### config.mk
export PLATFORM = sky130hd
export DESIGN_NAME = mshr_file
export DESIGN_NICKNAME = d
export VERILOG_FILES = /design/src/rtl/mshr_pkg.sv /design/src/rtl/mshr_pick.sv /design/src/rtl/mshr_slot.sv /design/src/rtl/mshr_file.sv
export SDC_FILE = /design/constraint.sdc
export NUM_CORES = 1
export LEC_CHECK = 0
export BUFFER_PORTS_ARGS = -buffer_cell sky130_fd_sc_hd__buf_4
export CAP_MARGIN = 20
export CELL_PAD_IN_SITES_DETAIL_PLACEMENT = 1
export CELL_PAD_IN_SITES_GLOBAL_PLACEMENT = 1
export CORE_ASPECT_RATIO = 0.9
export CORE_MARGIN = 2
export CORE_UTILIZATION = 25
export DETAILED_ROUTE_END_ITERATION = 10
export PLACE_DENSITY = 0.51
export SLEW_MARGIN = 20
export SYNTH_ARGS = -nofsm -noshare
export SYNTH_HDL_FRONTEND = slang
export SYNTH_SLANG_ARGS = --single-unit
### constraint.sdc
create_clock -name clk -period 2.48 [get_ports clk]
set_input_delay 0.124 -clock clk [delete_from_list [all_inputs] [get_ports clk]]
set_output_delay 0.124 -clock clk [all_outputs]
set_load 0.03 [all_outputs]
### src/rtl/mshr_pkg.sv
package mshr_pkg;

  typedef enum logic [2:0] {
    OUT_NONE,
    OUT_ALLOC,
    OUT_MERGE,
    OUT_CONFLICT,
    OUT_STALL
  } outcome_e;

  // Resolution order: address match, then frame clash, then space.
  function automatic outcome_e decide(input logic req, input logic addr_any,
                                      input logic frame_any, input logic free_any);
    if (!req)           return OUT_NONE;
    else if (addr_any)  return OUT_MERGE;
    else if (frame_any) return OUT_CONFLICT;
    else if (free_any)  return OUT_ALLOC;
    else                return OUT_STALL;
  endfunction

endpackage

### src/rtl/mshr_pick.sv
module mshr_pick #(
  parameter int N     = 4,
  parameter int IDX_W = $clog2(N)
) (
  input  logic [N-1:0]     req,
  output logic             found,
  output logic [IDX_W-1:0] idx
);
  always_comb begin
    found = |req;
    idx   = '0;
    for (int i = N - 1; i >= 0; i--) begin
      if (req[i]) idx = IDX_W'(i);
    end
  end
endmodule

### src/rtl/mshr_slot.sv
module mshr_slot #(
  parameter int ADDR_W  = 26,
  parameter int FRAME_W = 9,
  parameter int TAG_W   = 6
) (
  input  logic               clk,
  input  logic               rst_n,
  input  logic               wr_en,
  input  logic [ADDR_W-1:0]  wr_addr,
  input  logic [FRAME_W-1:0] wr_frame,
  input  logic [TAG_W-1:0]   wr_tag,
  input  logic               clr_en,
  input  logic [ADDR_W-1:0]  cmp_addr,
  input  logic [FRAME_W-1:0] cmp_frame,
  output logic               valid_q,
  output logic [FRAME_W-1:0] frame_q,
  output logic [TAG_W-1:0]   tag_q,
  output logic               addr_eq,
  output logic               frame_eq
);
  logic [ADDR_W-1:0] addr_q;

  always_ff @(posedge clk) begin
    if (!rst_n) begin
      valid_q <= 1'b0;
      addr_q  <= '0;
      frame_q <= '0;
      tag_q   <= '0;
    end else if (wr_en) begin
      valid_q <= 1'b1;
      addr_q  <= wr_addr;
      frame_q <= wr_frame;
      tag_q   <= wr_tag;
    end else if (clr_en) begin
      valid_q <= 1'b0;
    end
  end

  assign addr_eq  = valid_q && (addr_q == cmp_addr);
  assign frame_eq = valid_q && (frame_q == cmp_frame);

  AST_SLOT_WRITE: assert property (@(posedge clk) disable iff (!rst_n)
    wr_en |=> valid_q && frame_q == $past(wr_frame) && tag_q == $past(wr_tag));
  AST_SLOT_FREE: assert property (@(posedge clk) disable iff (!rst_n)
    clr_en && !wr_en |=> !valid_q);
  AST_SLOT_NO_OVERWRITE: assert property (@(posedge clk) disable iff (!rst_n)
    wr_en |-> !valid_q || clr_en);
endmodule

### src/rtl/mshr_file.sv
module mshr_file
  import mshr_pkg::*;
#(
  parameter int NUM_ENTRIES = 4,
  parameter int ADDR_W      = 26,
  parameter int FRAME_W     = 9,
  parameter int TAG_W       = 6,
  localparam int IDX_W      = $clog2(NUM_ENTRIES)
) (
  input  logic               clk,
  input  logic               rst_n,
  input  logic               miss_valid,
  input  logic [ADDR_W-1:0]  miss_addr,
  input  logic [FRAME_W-1:0] miss_frame,
  input  logic [TAG_W-1:0]   miss_tag,
  output logic               miss_accept,
  output logic [IDX_W-1:0]   alloc_idx,
  output logic               miss_merge,
  output logic [IDX_W-1:0]   merge_idx,
  output logic               miss_conflict,
  input  logic               refill_valid,
  input  logic [IDX_W-1:0]   refill_idx,
  output logic               refill_hit,
  output logic [FRAME_W-1:0] refill_frame,
  output logic [TAG_W-1:0]   refill_tag,
  output logic               full
);
  logic [NUM_ENTRIES-1:0] slot_valid, slot_addr_eq, slot_frame_eq;
  logic [NUM_ENTRIES-1:0] retire_vec, live_vec, addr_hit, frame_hit, free_vec, wr_vec;
  logic [FRAME_W-1:0]     slot_frame [NUM_ENTRIES];
  logic [TAG_W-1:0]       slot_tag   [NUM_ENTRIES];
  logic                   free_found, addr_found, frame_any;
  outcome_e               outcome;

  genvar g;
  generate
    for (g = 0; g < NUM_ENTRIES; g++) begin : g_slot
      // An entry released this cycle is already treated as gone.
      assign retire_vec[g] = refill_valid && (refill_idx == IDX_W'(g)) && slot_valid[g];
      assign live_vec[g]   = slot_valid[g] && !retire_vec[g];
      assign addr_hit[g]   = live_vec[g] && slot_addr_eq[g];
      assign frame_hit[g]  = live_vec[g] && slot_frame_eq[g];
      assign free_vec[g]   = !live_vec[g];
      assign wr_vec[g]     = miss_accept && (alloc_idx == IDX_W'(g));

      mshr_slot #(.ADDR_W(ADDR_W), .FRAME_W(FRAME_W), .TAG_W(TAG_W)) u_slot (
        .clk      (clk),
        .rst_n    (rst_n),
        .wr_en    (wr_vec[g]),
        .wr_addr  (miss_addr),
        .wr_frame (miss_frame),
        .wr_tag   (miss_tag),
        .clr_en   (retire_vec[g]),
        .cmp_addr (miss_addr),
        .cmp_frame(miss_frame),
        .valid_q  (slot_valid[g]),
        .frame_q  (slot_frame[g]),
        .tag_q    (slot_tag[g]),
        .addr_eq  (slot_addr_eq[g]),
        .frame_eq (slot_frame_eq[g])
      );
    end
  endgenerate

  mshr_pick #(.N(NUM_ENTRIES), .IDX_W(IDX_W)) u_free_pick (
    .req(free_vec), .found(free_found), .idx(alloc_idx)
  );

  mshr_pick #(.N(NUM_ENTRIES), .IDX_W(IDX_W)) u_addr_pick (
    .req(addr_hit), .found(addr_found), .idx(merge_idx)
  );

  assign frame_any     = |frame_hit;
  assign outcome       = decide(miss_valid, addr_found, frame_any, free_found);
  assign miss_accept   = (outcome == OUT_ALLOC);
  assign miss_merge    = (outcome == OUT_MERGE);
  assign miss_conflict = (outcome == OUT_CONFLICT);

  assign refill_hit    = refill_valid && slot_valid[refill_idx];
  assign refill_frame  = slot_frame[refill_idx];
  assign refill_tag    = slot_tag[refill_idx];
  assign full          = &slot_valid;

  AST_NO_DUP_BLOCK: assert property (@(posedge clk) disable iff (!rst_n)
    $onehot0(addr_hit));
  AST_NO_FRAME_CLASH: assert property (@(posedge clk) disable iff (!rst_n)
    $onehot0(frame_hit));
  AST_FULL_STALL: assert property (@(posedge clk) disable iff (!rst_n)
    full && !refill_valid |-> !miss_accept);
  AST_ONE_OUTCOME: assert property (@(posedge clk) disable iff (!rst_n)
    $countones({miss_accept, miss_merge, miss_conflict}) <= 1);
  AST_IDLE_QUIET: assert property (@(posedge clk) disable iff (!rst_n)
    !miss_valid |-> !miss_accept && !miss_merge && !miss_conflict);
  AST_IDLE_HOLD: assert property (@(posedge clk) disable iff (!rst_n)
    !miss_valid && !refill_valid |=> $stable(slot_valid));
  AST_FULL_DROPS: assert property (@(posedge clk) disable iff (!rst_n)
    full && refill_hit && !miss_accept |=> !full);
endmodule

==> flow_summary.yaml, run 1 <==
worst_setup_path:
  critical_path_class: "flip-flop to output pin"
  critPathSlowestCell: "nor3_1"
  ff2ff_setup_slack_ps: 110
  r2r-end: "g_slot[2].u_slot.addr_q[16]"
  worstPathArrival_ps: 2280
  path_cells: "xnor2_1 > nand3_1 > nor3_1 > nor4_4 > nand4_4 > buf_4 > nor2_1 > buf_4"
  cp-start-kind: "flip-flop"
  critPathMaxFanout: 3
  critPathRequiredTime_ps: 2360
  critPathMaxStageDelay_ps: 380
  path_common_cell: "buf_4"
  critical_path.endpoint: "miss_accept"
  critPathCaptureType: "output pin"
  critPathLaunch: "g_slot[0].u_slot.frame_q[6]"
  r2r_start: "g_slot[2].u_slot.frame_q[0]"
  worstRegToRegCells: 10
detailed_routing:
  ant_nets: 0
  wl_mm: 25.7
  via_per_inst: 4.53
  drc_errors: 0
  num_vias: 6139
  firstDrtPassIters: 4
  drt_iter0_drc: 316
  wl_per_cell_um: 18.9
die:
  die_x_um: 197
  core_area_mm2: 0.0330
  initial_utilization_pct: 25.5
  rows: 63
  dieArea_mm2: 0.0352
  pin_count: 71
  die_h_um: 178
logic_synthesis:
  synthFlopType: "dfxtp_1"
  syn_nets: 915
  ys_ff_latch: 168
  synth-async-reset-ratio_pct: 0
  synth_top_cells_by_count: "213 x nand2_1, 168 x dfxtp_1, 164 x mux2i_1"
  synth_area_mm2: 0.00842
  synth_top_area_share_pct: 39.9
  syn_area_per_cell_um2: 9.70
  ys_top_cells_by_area: "dfxtp_1 40%, mux2i_1 19%, xnor2_1 15%, nand2_1 9.5%, mux4_2 4.3%"
  seq_area_frac_synth_pct: 39.9
  yosys_warnings: 0
  synthDistinctLibCells: 35
  synth_area_leader_cell: "dfxtp_1"
  syn-instance-count: 868
  synth.most_common_cell: "nand2_1"
  synth-edff-count: 0
layout:
  n_antenna_cell: 0
  final_cells: 1355
  final_nets: 967
  syn2layout_area_growth_pct: 24.3
  drive_gt1_share_pct: 22.2
placed_design:
  port_buffers: 70
  dpl.hpwl_mm: 18.7
  pre_cts_ws_ps: -47.6
  dpl.cell_count: 1318
  place_congestion: 0.793
grt:
  met2_usage_pct: 23.4
  grt_usage_pct: 14.8
  grt_pass1_vias: 6401
  met1_usage_pct: 21.2
  grt-ovfl-total: 0
  grt_util_met3_pct: 1.97
  top_usage_layer: "met2"
  grt_pass1_wl_mm: 39.3
  grt_max_degree: 58
  grt_antenna_before_repair: 0
clock_tree:
  ctsHoldBuffers: 0
  cts-root-buf: "clkbuf_16"
  clockBufferDepth: 2
  numCtsBuffers: 17
  clkLatencyLatePin_ps: 430
  cts.clk_slew.worst_paths_ps: 70
  ctsHtreeMaxLevel: 4
  cts_tree: "done"
  clkSinkCount: 168
sta:
  slew_headroom_pct: 65.7
  setup_ws_ps: 76.8
  fin_worst_skew_ps: 21.3
  slew_violations: 0
  min_period_ps: 2400
  fmax_ghz: 0.416
  fin_crit_sh_pct: 96.9
  finalHoldViolations: 0
  worstMarginPinSlew_ps: 514
  setup_viol: 0
  rsz0062_at_grt: "yes"
pwr:
  p_leak_nw: 3.55
  peakVddDrop_mv: 0.467
  p_per_area_mw_per_mm2: 608
run_status:
  status: "finished, final reports clean"
worst_hold_path:
  hold_path.class: "primary input to flip-flop"
job:
  maxCapViolCount: 0
[flip-flops by register name (all words and copies together), names as in the netlist]
| name | count |
|---|---|
| g_slot.u_slot.addr_q | 104 |
| g_slot.u_slot.frame_q | 36 |
| g_slot.u_slot.valid_q | 4 |
| g_slot.u_slot.tag_q | 24 |
[worst max-delay path: cells and delay by family, from the launching register on]
family | cells | cell delay [ps]
flip-flops | 1 | 330
AND/OR/NAND/NOR | 5 | 880
XOR/XNOR | 1 | 350
buffers and inverters | 2 | 290
[metal layers]
metal	routed length, µm	share of wire (%)
met1	13300	52
met2	11600	45
met3	587	2.3
met4	174	0.68
met5	0	0
[power by group]
group	leakage [nW]	internal (mW)	switching (mW)	total [mW]
Clock	0.293	1.47	1.21	2.68
Combinational	1.89	0.371	0.468	0.839
Sequential	1.37	2.78	0.0611	2.84
Total	3.55	4.62	1.74	6.36
[stage by stage]
step           cell area (µm²)  TNS [ps]  hold slack, ps  power, mW  utilization (%)
4_1_cts                  10300         0            31.9       6.44             31.0
2_1_floorplan             8420         0             332       3.41                -
5_1_grt                  10500      -119            63.1       6.62             31.7
6_report                 10500         0            35.0       6.36             31.7
3_3_place_gp              9550         0             439       3.71             28.9
3_5_place_dp              9550      -463             448       3.71             28.9
[final cells by class]
type                       count  area (µm²)
multi-input combinational    620        4890
fill                        3660       22600
clock inverter                13         133
inverter                       1        3.75
clock buffer                  19         453
sequential                   168        3370
tap                          422         528
timing repair buffer         112        1090
[logic make-up (layout without fill, tap and decap cells)]
group	count (synthesis)	in the layout	share of synthesized area (%)
AO/OA/AOI/OAI	15	15	1.38
XOR/XNOR	140	140	14.6
buffers and inverters	80	145	4.98
flip-flops	168	168	39.9
multiplexers	180	180	23.8
AND/OR/NAND/NOR	285	285	15.4
[cell usage in the layout (no fill, tap or decap), types with 4 or more instances in the layout]
master / synthesis / layout
nand2_1: 213 / 213
mux2i_1: 164 / 164
dfxtp_1: 168 / 162
xnor2_1: 140 / 119
buf_4: 4 / 90
nand4_1: 33 / 33
xnor2_2: 0 / 20
buf_12: 0 / 19
clkbuf_16: 0 / 17
mux4_2: 16 / 16
nor3_1: 8 / 8
nand3_1: 8 / 8
nor4_2: 0 / 7
dfxtp_2: 0 / 6
inv_6: 0 / 5
o21a_1: 4 / 4
[timing repair]
action                                  in CTS  in global routing
cloned                                       0                  0
buffers inserted                             2                  4
endpoints found under the setup margin       5                101
gates resized for setup                     15                 28
endpoints found under the hold margin        0                  0
pin swaps                                    7                 10
[how the worst min path moves through the flow]
| stage | endpoint | startpoint | cells after the start |
|---|---|---|---|
| after detailed placement | g_slot[3].u_slot.tag_q[4] | g_slot[3].u_slot.tag_q[4] | 2 |
| after CTS | g_slot[2].u_slot.tag_q[0] | miss_tag[0] | 3 |
| final | g_slot[2].u_slot.tag_q[0] | miss_tag[0] | 3 |
| after global placement | g_slot[0].u_slot.tag_q[1] | g_slot[0].u_slot.tag_q[1] | 2 |
| after global routing | g_slot[1].u_slot.tag_q[3] | miss_tag[3] | 3 |
| after floorplan | g_slot[0].u_slot.tag_q[0] | miss_tag[0] | 2 |
(Power assumes the default switching activity.)
==> run 2, diff against run 1 <==
- CELL_PAD_IN_SITES_DETAIL_PLACEMENT: 1 -> 0
- MAX_ROUTING_LAYER: unset -> met4
==> run 2 against run 1 <==
Register-to-register slack lost 20 ps. Clock skew shrank 4.8 ps. Hold slack worse by 8.8 ps. Fmax decreased by 0.73%. Sequential share of layout area decreased by 0.086 points. Combinational power decreased by 2%. Count of clock-buffer cells in the layout is 1 lower. Non-clock buffer count is 2 higher. Sequential cell count stayed put. Critical path depth shrank 1. Sequential power about the same. Largest cell class unchanged.
==> flow_summary.yaml, run 2 (same netlist as run 1, synthesis figures left out) <==
sta:
  fmax_ghz: 0.413
  fin_crit_sh_pct: 97.6
  fin_worst_skew_ps: 16.5
  finalHoldViolations: 0
  setup_ws_ps: 59.0
  setup_viol: 0
  holdWs_ps: 26.2
  rsz0062_at_grt: "yes"
  worstMarginPinSlew_ps: 515
  slew_headroom_pct: 65.7
  slew_violations: 0
  min_period_ps: 2420
detailed_routing:
  wl_per_cell_um: 18.6
  wl_mm: 25.3
  via_per_inst: 4.47
  drc_errors: 0
  firstDrtPassIters: 4
  ant_nets: 0
  num_vias: 6071
  drt_iter0_drc: 359
grt:
  grt_max_degree: 58
  grt-ovfl-total: 0
  grt_pass1_vias: 6113
  grt_antenna_before_repair: 0
  grt_usage_pct: 14.9
  grt_pass1_wl_mm: 38.2
clock_tree:
  cts-root-buf: "clkbuf_16"
  cts.clk_slew.worst_paths_ps: 80
  ctsHtreeMaxLevel: 4
  cts_tree: "done"
  ctsHoldBuffers: 0
  clkLatencyLatePin_ps: 430
  numCtsBuffers: 17
  clkSinkCount: 168
  clockBufferDepth: 2
worst_setup_path:
  r2r_start: "g_slot[3].u_slot.addr_q[22]"
  cp-start-kind: "flip-flop"
  critical_path.endpoint: "miss_merge"
  critPathCaptureType: "output pin"
  r2r-end: "g_slot[2].u_slot.addr_q[20]"
  critPathRequiredTime_ps: 2360
  worstPathArrival_ps: 2300
  critPathMaxFanout: 3
  critical_path_class: "flip-flop to output pin"
  worstRegToRegCells: 12
  ff2ff_setup_slack_ps: 90
  critPathLaunch: "g_slot[2].u_slot.addr_q[6]"
layout:
  finish.instance_area_mm2: 0.0105
  largest-register: "g_slot.u_slot.addr_q"
  drive_gt1_share_pct: 20.9
  syn2layout_area_growth_pct: 24.5
  largestRegisters: "g_slot.u_slot.addr_q (104), g_slot.u_slot.frame_q (36), g_slot.u_slot.tag_q (24)"
  layout_common_cells: "213 x nand2_1, 166 x dfxtp_1, 164 x mux2i_1, 129 x xnor2_1, 88 x buf_4"
  final_nets: 969
  final_cells: 1357
  n_antenna_cell: 0
  mostFrequentLayoutCell: "nand2_1"
  largest_register_ffs: 104
placed_design:
  port_buffers: 70
  dpl.hpwl_mm: 18.0
  dpl.cell_count: 1318
  place_congestion: 0.804
  dpl-instance-area_mm2: 0.00955
  pre_cts_ws_ps: -6.27
die:
  rows: 63
  core_area_mm2: 0.0330
  dieArea_mm2: 0.0352
  die_x_um: 197
  pin_count: 71
  die_h_um: 178
  initial_utilization_pct: 25.5
pwr:
  p_leak_nw: 3.53
  p_per_area_mw_per_mm2: 616
  peakVddDrop_mv: 0.363
run_status:
  status: "finished, final reports clean"
worst_hold_path:
  hold_path.class: "primary input to flip-flop"
  hp-start: "miss_tag[0]"
job:
  maxCapViolCount: 0
[run 2: worst max-delay path, cell delays in order, from the launching register on]
cell     delay (ps)
dfxtp_1         320
xnor2_1         310
nand2_1         170
nor4_2          370
a22oi_2         170
and2_4          220
nor2b_1         130
buf_4           170
[run 2: cell type report]
class | instances | area, µm²
Fill cell | 3392 | 22500
Inverter | 1 | 3.75
Sequential cell | 168 | 3370
Multi-Input combinational cell | 620 | 4800
Tap cell | 422 | 528
Clock inverter | 14 | 174
Timing Repair Buffer | 114 | 1170
Clock buffer | 18 | 439
[run 2: what timing repair did]
action | in CTS | in global routing
gates resized for setup | 17 | 14
setup endpoints to repair | 5 | 71
pin swaps | 8 | 5
gates cloned | 0 | 4
setup buffers | 2 | 3
[run 2: worst min path at each step]
stage	cells after the start	end	slack (ps)
after floorplan	2	g_slot[0].u_slot.tag_q[0]	330
after global placement	2	g_slot[0].u_slot.tag_q[1]	440
after detailed placement	2	g_slot[3].u_slot.tag_q[3]	450
after CTS	3	g_slot[2].u_slot.tag_q[0]	7
after global routing	3	g_slot[2].u_slot.tag_q[0]	40
final	3	g_slot[2].u_slot.tag_q[0]	30
[run 2: metrics by stage]
stage | power [mW] | util (%) | TNS (ps)
after detailed placement | 3.71 | 28.9 | -9.66
after floorplan | 3.41 | - | 0
after global placement | 3.71 | 28.9 | 0
after CTS | 6.53 | 31.1 | 0
after global routing | 6.72 | 31.7 | -62.5
final | 6.45 | 31.7 | 0
[run 2: where the power goes]
group | internal, mW | switching [mW] | total, mW
registers | 2.78 | 0.0593 | 2.84
logic | 0.361 | 0.463 | 0.824
clock network | 1.48 | 1.31 | 2.79
[run 2: per-layer routing]
layer | track usage (%) | vias to the layer above | share of wire [%] | routed length, µm
met4 | 3.88 | 0 | 1.1 | 273
met5 | - | - | 0 | 0
met2 | 21.8 | 83 | 44 | 11100
met1 | 21.4 | 2940 | 52 | 13300
met3 | 2.23 | 20 | 2.7 | 694
li1 | - | 3028 | - | -
==> run 3, diff against run 2 <==
- clock period: 2.48 -> 2.4 ns (I/O delays scaled with it)
==> run 3 against run 2 <==
Critical path depth up 2. Clock skew down 1.1 ps. First-iteration DRC count up 8.9%. Hold slack better by 9.6 ps. Non-clock buffer count up 21. Sequential share of layout area down 0.25 points. Die area is the same. Count of clock-buffer cells in the layout up 2. Routed wire length shrank 0.89%. Utilization grew 0.29 points. Global-route usage up 0.25 points. Cell count grew 1.5%.
==> flow_summary.yaml, run 3 (same netlist as run 1, synthesis figures left out) <==
die:
  core_area_mm2: 0.0330
  die_h_um: 178
  rows: 63
  pin_count: 71
  initial_utilization_pct: 25.5
  die_x_um: 197
  dieArea_mm2: 0.0352
clock_tree:
  clockBufferDepth: 2
  cts_tree: "done"
  cts-root-buf: "clkbuf_16"
  clkSinkCount: 168
  numCtsBuffers: 17
  ctsHtreeMaxLevel: 4
  cts.clk_slew.worst_paths_ps: 70
  clkLatencyLatePin_ps: 430
layout:
  final_nets: 990
  finish.instance_area_mm2: 0.0106
  n_antenna_cell: 0
  seqCellArea_mm2: 0.00337
  largest_register_ffs: 104
  largest-register: "g_slot.u_slot.addr_q"
  syn2layout_area_growth_pct: 25.6
  final_cells: 1377
  mostFrequentLayoutCell: "nand2_1"
  fill_cells: 3367
  layout_common_cells: "213 x nand2_1, 164 x mux2i_1, 163 x dfxtp_1, 120 x xnor2_1, 114 x buf_4"
  drive_gt1_share_pct: 23.8
  largestRegisters: "g_slot.u_slot.addr_q (104), g_slot.u_slot.frame_q (36), g_slot.u_slot.tag_q (24)"
  multiInputGateArea_mm2: 0.00488
worst_setup_path:
  critical_path_class: "flip-flop to output pin"
  worstPathArrival_ps: 2250
  r2r_start: "g_slot[3].u_slot.frame_q[8]"
  critPathRequiredTime_ps: 2280
  critPathCaptureType: "output pin"
  critPathMaxFanout: 3
  critPathLaunch: "g_slot[0].u_slot.addr_q[0]"
  cp-start-kind: "flip-flop"
sta:
  min_period_ps: 2370
  slew_violations: 0
  setup_ws_ps: 29.6
  rsz0062_at_grt: "yes"
  fmax_ghz: 0.422
  worstMarginPinSlew_ps: 466
  setup_viol: 0
  setup-tns-final_ps: 0
  finalHoldViolations: 0
  slew_headroom_pct: 68.9
  fin_crit_sh_pct: 98.8
  fin_worst_skew_ps: 15.4
grt:
  met2_usage_pct: 22.3
  met1_usage_pct: 21.8
  grt_util_met3_pct: 2.44
  top_usage_layer: "met2"
  grt_pass1_vias: 6192
  grt_max_degree: 54
  grt_pass1_wl_mm: 38.8
  grt_usage_pct: 15.2
  grt_antenna_before_repair: 0
  grt-ovfl-total: 0
detailed_routing:
  drt_iter0_drc: 391
  via_per_inst: 4.44
  drc_errors: 0
  firstDrtPassIters: 5
  num_vias: 6116
  wl_mm: 25.1
  wl_per_cell_um: 18.2
  ant_nets: 0
pwr:
  pwr-share-comb_pct: 13.8
  p_int_mw: 4.67
  peakVddDrop_mv: 0.418
  pwr-share-seq_pct: 45.5
  p_sw_share_pct: 27.6
  power_mw: 6.45
  pwr-share-clk_pct: 40.8
  p_per_area_mw_per_mm2: 610
  p_sw_mw: 1.78
  p_leak_nw: 3.62
placed_design:
  dpl.hpwl_mm: 18.4
  port_buffers: 70
  place_congestion: 0.783
  dpl.cell_count: 1340
  dpl-instance-area_mm2: 0.00973
  pre_cts_ws_ps: -193
worst_hold_path:
  hp-start: "miss_tag[1]"
  hold_path.class: "primary input to flip-flop"
job:
  maxCapViolCount: 0
run_status:
  status: "finished, final reports clean"
run 3: what timing repair did:
action,CTS,global route
endpoints found under the hold margin,0,0
gates resized for setup,27,15
hold buffers,0,0
setup buffers,3,3
pin swaps,10,8
cloned,0,0
setup endpoints to repair,107,88
run 3: power by group through the flow:
stage               Sequential, mW  Clock, mW  Combinational, mW
detailed placement            2.99          0              0.859
global route                  2.95       2.83              0.955
floorplan                     2.98          0              0.542
CTS                           2.93       2.73              0.888
finish                        2.93       2.63              0.887
global placement              2.99          0              0.863
run 3: final timing paths:
kind / to / cells after the start / slack [ps]
max: miss_accept / 9 / 30
min: g_slot[2].u_slot.tag_q[1] / 3 / 40
max reg2reg: g_slot[1].u_slot.addr_q[16] / 10 / 160
min reg2reg: g_slot[3].u_slot.tag_q[1] / 2 / 460
run 3: final cells by class:
class / count / area share (%)
Multi-Input combinational cell: 620 / 46.1
Timing Repair Buffer: 135 / 11.8
Inverter: 1 / 0.0355
Tap cell: 422 / 4.99
Clock buffer: 20 / 4.32
Clock inverter: 11 / 0.852
Sequential cell: 168 / 31.9
run 3: worst max-delay path, cell delays in order (launching register included):
cell and delay [ps]:
dfxtp_1 320, xnor2_1 300, nand4_1 210, nor4_4 300, a22oi_2 170, nand4_4 90, buf_4 130, buf_4 110
nor2_4 40, buf_6 150
run 3: layer usage:
metal | vias to the layer above | part of all wire, % | wire [µm]
met4 | 0 | 0.98 | 246
met3 | 16 | 3.2 | 801
met5 | - | 0 | 0
li1 | 3066 | - | -
met1 | 2951 | 52 | 13100
met2 | 83 | 44 | 10900
run 3: stage by stage:
| step | hold slack, ps | utilization [%] |
|---|---|---|
| floorplan | 328 | - |
| global placement | 439 | 29.5 |
| detailed placement | 446 | 29.5 |
| CTS | 18.4 | 31.7 |
| global route | 39.6 | 32.0 |
| finish | 35.8 | 32.0 |
